--- src/rtl/bfs_pkg.sv ---
package bfs_pkg;

    typedef enum logic [1:0] {
        ST_IDLE  = 2'd0,
        ST_WAIT  = 2'd1,
        ST_RANK1 = 2'd2,
        ST_RANK2 = 2'd3
    } bfs_state_e;

    typedef enum logic [1:0] {
        PH_PLAIN  = 2'd0,
        PH_SINGLE = 2'd1,
        PH_PAIR   = 2'd2
    } bfs_phase_e;

endpackage

--- src/rtl/bfs_posmap.sv ---
// Maps information index j to the codeword position of the (j+1)-th set
// bit of the pattern, counting from position 0 upward.
module bfs_posmap #(
    parameter int N  = 16,
    parameter int K  = 8,
    localparam int PW = $clog2(N)
) (
    input  logic [N-1:0]    info_i,
    output logic [K*PW-1:0] pos_o
);

    always_comb begin
        int cnt;
        cnt   = 0;
        pos_o = '0;
        for (int p = 0; p < N; p++) begin
            if (info_i[p] && cnt < K) begin
                pos_o[cnt*PW +: PW] = PW'(p);
                cnt = cnt + 1;
            end
        end
    end

endmodule

--- src/rtl/bfs_rank.sv ---
// Iterative selection: each active cycle picks the best unused key
// (largest if DESC, else smallest; lowest index wins ties). Takes T cycles.
module bfs_rank #(
    parameter int M    = 8,
    parameter int T    = 4,
    parameter int W    = 8,
    parameter bit DESC = 1'b1,
    localparam int IW  = (M > 1) ? $clog2(M) : 1,
    localparam int TW  = (T > 1) ? $clog2(T) : 1
) (
    input  logic            clk,
    input  logic            rst_n,
    input  logic            go_i,
    input  logic [M*W-1:0]  keys_i,
    output logic [T*IW-1:0] order_o,
    output logic            ready_o
);

    typedef struct packed {
        logic [M-1:0]    used;
        logic [TW-1:0]   cnt;
        logic            active;
        logic            ready;
        logic [T*IW-1:0] order;
    } rank_t;

    rank_t q, d;
    logic [IW-1:0] best;

    always_comb begin
        logic          found;
        logic [W-1:0]  bkey;
        logic [W-1:0]  key;
        found = 1'b0;
        bkey  = '0;
        best  = '0;
        for (int j = 0; j < M; j++) begin
            key = keys_i[j*W +: W];
            if (!q.used[j]) begin
                if (!found || (DESC ? (key > bkey) : (key < bkey))) begin
                    found = 1'b1;
                    bkey  = key;
                    best  = IW'(j);
                end
            end
        end
    end

    always_comb begin
        d = q;
        if (go_i) begin
            d.used   = '0;
            d.cnt    = '0;
            d.active = 1'b1;
            d.ready  = 1'b0;
        end else if (q.active) begin
            d.order[int'(q.cnt)*IW +: IW] = best;
            d.used[best] = 1'b1;
            if (q.cnt == TW'(T-1)) begin
                d.active = 1'b0;
                d.ready  = 1'b1;
            end else begin
                d.cnt = q.cnt + TW'(1);
            end
        end
    end

    always_ff @(posedge clk or negedge rst_n) begin
        if (!rst_n) q <= '0;
        else        q <= d;
    end

    assign order_o = q.order;
    assign ready_o = q.ready;

    // one index consumed per active cycle, never reused
    assert_used_count_R3: assert property (@(posedge clk) disable iff (!rst_n)
        q.active |-> ($countones(q.used) == int'(q.cnt)));

    assert_ready_after_run_R3: assert property (@(posedge clk) disable iff (!rst_n)
        $rose(q.ready) |-> ($countones(q.used) == T));

endmodule

--- src/rtl/bfs_scheduler.sv ---
module bfs_scheduler
    import bfs_pkg::*;
#(
    parameter int N  = 16,
    parameter int K  = 8,
    parameter int T1 = 4,
    parameter int T2 = 5,
    parameter int SW = 8,
    parameter int RW = 4,
    localparam int PW        = $clog2(N),
    localparam int KIW       = $clog2(K),
    localparam int CW        = $clog2(T1),
    localparam int NPAIR_ALL = T1 * (T1 - 1) / 2,
    localparam int NPAIR     = (T2 < NPAIR_ALL) ? T2 : NPAIR_ALL,
    localparam int PCW       = (NPAIR > 1) ? $clog2(NPAIR) : 1,
    localparam int MAXATT    = 1 + T1 + NPAIR,
    localparam int AW        = $clog2(MAXATT + 1)
) (
    input  logic            clk,
    input  logic            rst_n,
    input  logic            sof_i,
    input  logic [N-1:0]    info_mask_i,
    input  logic [K*SW-1:0] score_i,
    input  logic [N*RW-1:0] rel_i,
    output logic            dec_start_o,
    output logic [N-1:0]    flip_mask_o,
    input  logic            dec_done_i,
    input  logic            crc_ok_i,
    output logic            busy_o,
    output logic            success_o,
    output logic            failure_o,
    output logic [AW-1:0]   attempts_o
);

    typedef struct packed {
        bfs_state_e      state;
        bfs_phase_e      phase;
        logic [N-1:0]    info;
        logic [K*SW-1:0] score;
        logic [N*RW-1:0] rel;
        logic [CW-1:0]   idx;
        logic [CW-1:0]   pa;
        logic [CW-1:0]   pb;
        logic [PCW-1:0]  pcnt;
        logic [AW-1:0]   att;
        logic [N-1:0]    mask;
        logic            start;
        logic            go1;
        logic            go2;
        logic            succ;
        logic            fail;
        logic            busy;
    } sched_t;

    sched_t q, d;

    logic [K*PW-1:0]  map_pos;
    logic [T1*KIW-1:0] r1_order;
    logic [T1*CW-1:0] r2_order;
    logic             r1_ready, r2_ready;
    logic [PW-1:0]    cand_pos [T1];
    logic [PW-1:0]    rpos     [T1];
    logic [T1*RW-1:0] cand_rel;

    bfs_posmap #(.N(N), .K(K)) u_posmap (
        .info_i (q.info),
        .pos_o  (map_pos)
    );

    bfs_rank #(.M(K), .T(T1), .W(SW), .DESC(1'b1)) u_score_rank (
        .clk     (clk),
        .rst_n   (rst_n),
        .go_i    (q.go1),
        .keys_i  (q.score),
        .order_o (r1_order),
        .ready_o (r1_ready)
    );

    always_comb begin
        for (int i = 0; i < T1; i++) begin
            cand_pos[i] = map_pos[int'(r1_order[i*KIW +: KIW])*PW +: PW];
            cand_rel[i*RW +: RW] = q.rel[int'(cand_pos[i])*RW +: RW];
        end
        for (int k = 0; k < T1; k++) begin
            rpos[k] = cand_pos[r2_order[k*CW +: CW]];
        end
    end

    bfs_rank #(.M(T1), .T(T1), .W(RW), .DESC(1'b0)) u_rel_rank (
        .clk     (clk),
        .rst_n   (rst_n),
        .go_i    (q.go2),
        .keys_i  (cand_rel),
        .order_o (r2_order),
        .ready_o (r2_ready)
    );

    function automatic logic [N-1:0] bit_at(input logic [PW-1:0] p);
        logic [N-1:0] m;
        m = '0;
        m[p] = 1'b1;
        return m;
    endfunction

    always_comb begin
        logic [CW-1:0] nidx, na, nb;
        d       = q;
        d.start = 1'b0;
        d.go1   = 1'b0;
        d.go2   = 1'b0;
        nidx    = q.idx + CW'(1);
        if (int'(q.pa) + 1 < int'(q.pb)) begin
            na = q.pa + CW'(1);
            nb = q.pb;
        end else begin
            na = '0;
            nb = q.pb + CW'(1);
        end

        if (sof_i) begin
            d.info  = info_mask_i;
            d.score = score_i;
            d.rel   = rel_i;
            d.att   = AW'(1);
            d.mask  = '0;
            d.start = 1'b1;
            d.state = ST_WAIT;
            d.phase = PH_PLAIN;
            d.succ  = 1'b0;
            d.fail  = 1'b0;
            d.busy  = 1'b1;
        end else begin
            case (q.state)
                ST_WAIT: begin
                    if (dec_done_i && !q.start) begin
                        if (crc_ok_i) begin
                            d.succ  = 1'b1;
                            d.busy  = 1'b0;
                            d.state = ST_IDLE;
                        end else begin
                            case (q.phase)
                                PH_PLAIN: begin
                                    d.go1   = 1'b1;
                                    d.state = ST_RANK1;
                                end
                                PH_SINGLE: begin
                                    if (q.idx == CW'(T1 - 1)) begin
                                        d.go2   = 1'b1;
                                        d.state = ST_RANK2;
                                    end else begin
                                        d.idx   = nidx;
                                        d.mask  = bit_at(cand_pos[nidx]);
                                        d.start = 1'b1;
                                        d.att   = q.att + AW'(1);
                                    end
                                end
                                default: begin
                                    if (q.pcnt == PCW'(NPAIR - 1)) begin
                                        d.fail  = 1'b1;
                                        d.busy  = 1'b0;
                                        d.state = ST_IDLE;
                                    end else begin
                                        d.pa    = na;
                                        d.pb    = nb;
                                        d.pcnt  = q.pcnt + PCW'(1);
                                        d.mask  = bit_at(rpos[na]) | bit_at(rpos[nb]);
                                        d.start = 1'b1;
                                        d.att   = q.att + AW'(1);
                                    end
                                end
                            endcase
                        end
                    end
                end
                ST_RANK1: begin
                    if (r1_ready && !q.go1) begin
                        d.phase = PH_SINGLE;
                        d.idx   = '0;
                        d.mask  = bit_at(cand_pos[0]);
                        d.start = 1'b1;
                        d.att   = q.att + AW'(1);
                        d.state = ST_WAIT;
                    end
                end
                ST_RANK2: begin
                    if (r2_ready && !q.go2) begin
                        d.phase = PH_PAIR;
                        d.pa    = '0;
                        d.pb    = CW'(1);
                        d.pcnt  = '0;
                        d.mask  = bit_at(rpos[0]) | bit_at(rpos[1]);
                        d.start = 1'b1;
                        d.att   = q.att + AW'(1);
                        d.state = ST_WAIT;
                    end
                end
                default: ;
            endcase
        end
    end

    always_ff @(posedge clk or negedge rst_n) begin
        if (!rst_n) q <= '0;
        else        q <= d;
    end

    assign dec_start_o = q.start;
    assign flip_mask_o = q.mask;
    assign busy_o      = q.busy;
    assign success_o   = q.succ;
    assign failure_o   = q.fail;
    assign attempts_o  = q.att;

    assert_plain_first_R1: assert property (@(posedge clk) disable iff (!rst_n)
        (dec_start_o && attempts_o == AW'(1)) |-> (flip_mask_o == '0));

    assert_no_frozen_flip_R2: assert property (@(posedge clk) disable iff (!rst_n)
        dec_start_o |-> ((flip_mask_o & ~q.info) == '0));

    assert_flip_weight_R3: assert property (@(posedge clk) disable iff (!rst_n)
        dec_start_o |-> ($countones(flip_mask_o) <= 2));

    assert_stop_on_pass_R4: assert property (@(posedge clk) disable iff (!rst_n)
        success_o |-> !dec_start_o);

    assert_attempt_cap_R7: assert property (@(posedge clk) disable iff (!rst_n)
        int'(attempts_o) <= MAXATT);

    assert_start_pulse_R8: assert property (@(posedge clk) disable iff (!rst_n)
        dec_start_o |=> !dec_start_o);

    assert_mask_stable_R8: assert property (@(posedge clk) disable iff (!rst_n)
        (q.state == ST_WAIT && !dec_done_i && !sof_i) |=> $stable(flip_mask_o));

    assert_restart_R9: assert property (@(posedge clk) disable iff (!rst_n)
        sof_i |=> (dec_start_o && attempts_o == AW'(1) && busy_o && !success_o && !failure_o));

    assert_flags_exclusive_R10: assert property (@(posedge clk) disable iff (!rst_n)
        !(success_o && failure_o) && !(busy_o && (success_o || failure_o)));

    assert_busy_ends_with_flag_R10: assert property (@(posedge clk) disable iff (!rst_n)
        $fell(busy_o) |-> (success_o || failure_o));

endmodule

--- config.mk ---
export PLATFORM = sky130hd
export DESIGN_NAME = bfs_scheduler
export DESIGN_NICKNAME = d
export VERILOG_FILES = /design/src/rtl/bfs_pkg.sv /design/src/rtl/bfs_posmap.sv /design/src/rtl/bfs_rank.sv /design/src/rtl/bfs_scheduler.sv
export SDC_FILE = /design/constraint.sdc
export NUM_CORES = 1
export LEC_CHECK = 0
export BUFFER_PORTS_ARGS = -buffer_cell sky130_fd_sc_hd__buf_4
export CAP_MARGIN = 25
export CORE_ASPECT_RATIO = 0.8
export CORE_UTILIZATION = 40
export CTS_CLUSTER_SIZE = 30
export DETAILED_ROUTE_END_ITERATION = 16
export GPL_ROUTABILITY_DRIVEN = 0
export PLACE_DENSITY = 0.61
export SLEW_MARGIN = 20
export SYNTH_ARGS = -nofsm -noshare
export SYNTH_HDL_FRONTEND = slang
export SYNTH_SLANG_ARGS = --single-unit
--- constraint.sdc ---
create_clock -name clk -period 18.55 [get_ports clk]
set_input_delay 3.71 -clock clk [delete_from_list [all_inputs] [get_ports clk]]
set_output_delay 3.71 -clock clk [all_outputs]
set_load 0.02 [all_outputs]
* After elaboration in Yosys (flattened, before gate mapping)
Cells that the tools add are included.
Word-level totals: logic and storage cells 464, output and inout bits 24, bits in registers 223
Cells by class: bitwise operators 15, reductions and logical operators 76, order comparisons 49, equality and inequality tests 30, $mul 1, shift-type cells 42, add/subtract/negate cells 39, muxes and demuxes 185
Operators by type and width (count):
- $mux 32 | 30
- $neg 32->33 | 16
- $shift 4x33->32 const A | 15
- $shiftx 4x33->32 const A | 15
- $lt 32x5->1 const B | 15
- $add 32x2->32 const B | 14
- $bwmux 32 | 14
- $shiftx 64x7->4 | 4
- $shiftx 32x6->4 | 4
- $mux 8 | 14
- $mux 4 | 22
- $mux 21 | 3
- $pmux 21 s3 | 1
- $bmux 4 s2 | 7
- $gt 8x8->1 | 7
- $mux 28 | 2
- $mux 2 | 21
- $mux 3 | 14
- $pmux 21 s2 | 1
- $mux 1 | 35
- $mux 35 | 1
- $neg 3->33 | 1
- $shift 2x33->8 const A | 1
- $shift 3x33->12 const A | 1
- 61 further kinds | 179

* Depth between registers and ports, before layout
word-level depth 69, gate-level depth with buffers 102, mapped depth without buffers 99

* Cells and area by module
Synthesis repeated with hierarchy kept, for this count alone.
Second synthesis, totals: cells, all modules 2531, area total of the unflattened synthesis 22530.4 µm²
Modules (own cells, without submodules):
- bfs_scheduler | cells an instance 1162, sequential area each 4579.4 µm², times used 1, area each 12428.2 µm²
- bfs_posmap | cells an instance 814, sequential area each 0.0 µm², times used 1, area each 5462.7 µm²
- bfs_rank at u_score_rank | cells an instance 396, sequential area each 600.6 µm², times used 1, area each 3253.1 µm²
- bfs_rank at u_rel_rank | cells an instance 159, sequential area each 400.4 µm², times used 1, area each 1386.3 µm²

* Worst setup path after synthesis
No wires, ideal clock.
path kind flip-flop to flip-flop, start register q[163] (netlist bit), end register (tool-made name), clock period less this slack 17554 ps, stages on the path, launching flop included 90, data arrival time 17433 ps, library setup time 121 ps, slack 996 ps, buffers on the path 5, data required time 18429 ps, path through dfrtp_1 > fa_1 > buf_2 > inv_1 > ha_1 > clkbuf_1 > nand2_1 > o31ai_1 > ha_1 > mux2_2 > inv_1 > ha_1 > clkbuf_1 > nand3_1 > and2_1 > ha_1 > inv_1 > nand2_1 > [... 54 more ...] > nor2_1 > a31oi_1 > ha_1 > a21oi_1 > a21oi_1 > or2_2 > inv_1 > nand4_1 > a21o_1 > ha_1 > o21a_1 > o21a_1 > o21ai_0 > a211oi_1 > a221oi_1 > a221oi_2 > nand2_1 > a22o_1
RTL lines:
- start: declaration | line bfs_scheduler.sv:55 | sched_t q, d;
- start signal: assignment | line bfs_scheduler.sv:203 | if (!rst_n) q <= '0;
- start signal: assignment | line bfs_scheduler.sv:204 | else q <= d;

==> flow_metrics.tcl <==
set metrics [dict create \
    drv_slew 0 \
    wl_per_cell_um 21.18 \
    fin_util 0.4686 \
    yosysMostFrequentCell "nand2_1" \
    vias_per_cell 6.190 \
    die_area_mm2 0.05922 \
    worstMarginPinSlew_ns 1.087 \
    seq_area_frac_synth 0.2395 \
    worstHoldPathType "flop to flop" \
    hold_slack_ns 0.4768 \
    cp.arrival_ns 18.24 \
    cp-end-kind "flop" \
    hpwl_um 59780 \
    synth_top_flop_cell "dfrtp_1" \
    grt_usage 0.2539 \
    grt_pass1_vias 21670 \
    io_buffer_count 172 \
    cap_violations 0 \
    drc 0 \
    clkLatencyLatePin_ns 0.60 \
    synthSimpleGateAreaFrac 0.2101 \
    ys_top_cells_by_count "nand2_1 (299), dfrtp_1 (223), nor2_1 (199), o21ai_0 (164), inv_1 (155)" \
    layout.area.seq_mm2 0.005582 \
    finalHoldViolCount 0 \
    clockRootBuffer "clkbuf_16" \
    routed_wl_um 78050 \
    core_area_mm2 0.05709 \
    cts_tree "done" \
    setup_ws_ns 0.7569 \
    cts_buffers 28 \
    pre_cts_ws_ns -0.2538 \
    rows 78 \
    place_inst 3615 \
    cts.sinks 223 \
    final_antenna_net_count 0 \
    cts.clk_slew.worst_paths_ns 0.06 \
    clockBufferDepth 3 \
    path_max_fanout 9 \
    dr.pass1.iters 6 \
    ys_types 138 \
    crit_path_frequent_cell "ha_1" \
    die_h_um 217.9 \
    instances_no_fill 3686 \
    overflow 0 \
    grt_pass1_wl_um 121800 \
    required_ns 19.00 \
    critPathKind "flop to flop" \
    period_needed_ns 17.79 \
    synthAdderAreaFrac 0.07153 \
    cp_slowest_cell "or3_1" \
    netlist_area_mm2 0.02330 \
    start_util 0.4081 \
    yosys.area.top_type "dfrtp_1" \
    synth_area_leaders "dfrtp_1 (24%), ha_1 (7.0%), mux2_2 (6.7%)" \
    ys_ff_latch 223 \
    hold_buffers 0 \
    synth_cells 2766 \
    drt_iter0_markers 2452 \
    multiInputGateArea_mm2 0.01666 \
    synth_mux_area_frac 0.1522 \
    synth_edf_count 0 \
    htree_levels 1 \
    post-route-period-util 0.9592 \
    ys_async_sr_fraction 1.000 \
    synth-xor-area-share 0.03286 \
    area_growth_pct 14.81 \
    synth_top_family_by_area "compound AO/OA/AOI/OAI gates" \
    drive_gt1_frac 0.2085 \
    max_slew_margin 0.2687 \
    synth_top_cell_area_share 0.2395 \
    route.vias.total 22820 \
    ys_warn_count 0 \
    slowest_delay_ns 0.46 \
    clock-skew-final_ns 0.04271 \
    chipWidth_um 271.8 \
    crit_buf_inv 10 \
    boundaryPins 173 \
    critPathTopFamily "compound AO/OA/AOI/OAI gates" \
    start_kind "flop" \
    avgSynthCellArea_um2 8.424 \
    grt_start_max_net_pins 100 \
    synth_compound_area_frac 0.2355 \
    antenna_found_initial 9 \
    status "completed" \
    timing.fmax_mhz 56.20 \
    fill_cells 5434 \
    setup_viol 0 \
    fin_nets 3184 \
]
-- cell families (layout without fill, tap and decap cells) --
family,after synthesis,after routing
simple gates,974,974
compound gates,767,767
buf+inv,321,471
mux,299,299
flops,223,223
fa+ha+maj,132,132
xor+xnor,48,48
other cells,2,12
-- timing repair --
action,in CTS,in global routing
cloned,0,1
pin swaps,0,10
setup endpoints to repair,11,12
buffers inserted,1,15
gates resized for setup,4,38
-- registers in the layout, summed over array words and instances, names as in the netlist, named ones only --
| signal | count |
|---|---|
| q | 159 |
| flip_mask_o | 16 |
| u_score_rank.q | 11 |
| u_rel_rank.q | 7 |
| attempts_o | 4 |
| busy_o | 1 |
| dec_start_o | 1 |
| failure_o | 1 |
| success_o | 1 |
| u_rel_rank.ready_o | 1 |
| u_score_rank.ready_o | 1 |
-- tightest hold or removal path, stage by stage (launching register included) --
cell and delay [ns]:
dfrtp_1 0.34, nand2_1 0.05, o31ai_1 0.05
-- final cells by class --
class                   instances  share of cell area
clock buffers                  38             0.03022
diodes                          1          0.00009355
clock inverters                14            0.006174
multi-input cells            2231              0.6228
well taps                     760             0.03555
repair buffers                250             0.07250
flip-flops and latches        223              0.2087
inverters                     169             0.02399
-- per-stage QoR --
stage	setup TNS, ns	instance area, um^2
finish	0	26750
floorplan	0	23330
global route	-1.748	26750
detailed placement	-2.216	25370
global placement	0	25370
CTS	0	26380
-- metal layers --
layer	GRT usage	part of all wire	wire, um
met1	0.3693	0.46	35570
met2	0.3880	0.43	33760
met3	0.04977	0.091	7094
met4	0.05037	0.020	1555
met5	0	0.00091	71
-- path summary, 6_finish.rpt --
kind,startpoint,cells past startpoint,slack (ns),to
setup / recovery,q[163],86,0.76,flop
max in group asynchronous,rst_n,2,13.98,q[30]
hold reg to reg,q[30],2,0.48,q[30]
min in group asynchronous,rst_n,1,3.11,q[153]
hold / removal,q[30],2,0.48,q[30]
setup reg to reg,q[163],86,0.76,flop
-- cells in the final DEF (no fill, tap or decap), types with 12 or more instances in the layout --
master     Yosys  final
a22o_1        24     24
xnor2_1       20     20
nand2b_1      53     53
a211oi_1      55     53
o21ai_0      164    161
o21a_1        18     18
nand2_1      299    298
nand3_1       71     70
a2111oi_0     14     13
a31oi_1       39     38
and2_1        36     36
nand4_1       41     41
o22ai_1       33     33
nor4_1        31     30
ha_1         130    126
mux2i_1      129    127
and3_1        16     16
o211ai_1      50     50
a21oi_1      116    113
nor2_1       199    196
mux2_2       139    139
a21o_1        17     17
clkbuf_16      0     29
xnor3_1       12     12
a311oi_1      13     13
inv_1        155    154
nor2b_1       46     46
dfrtp_1      223    222
buf_4         24    243
mux4_2        29     29
or2_2         12     12
o21ai_1       23     24
or3_1         16     16
nor3_1        74     73
a22oi_1       31     31
Power is not shown: default switching activity piles up to over one toggle a cycle in this logic, so the estimate is an artifact.
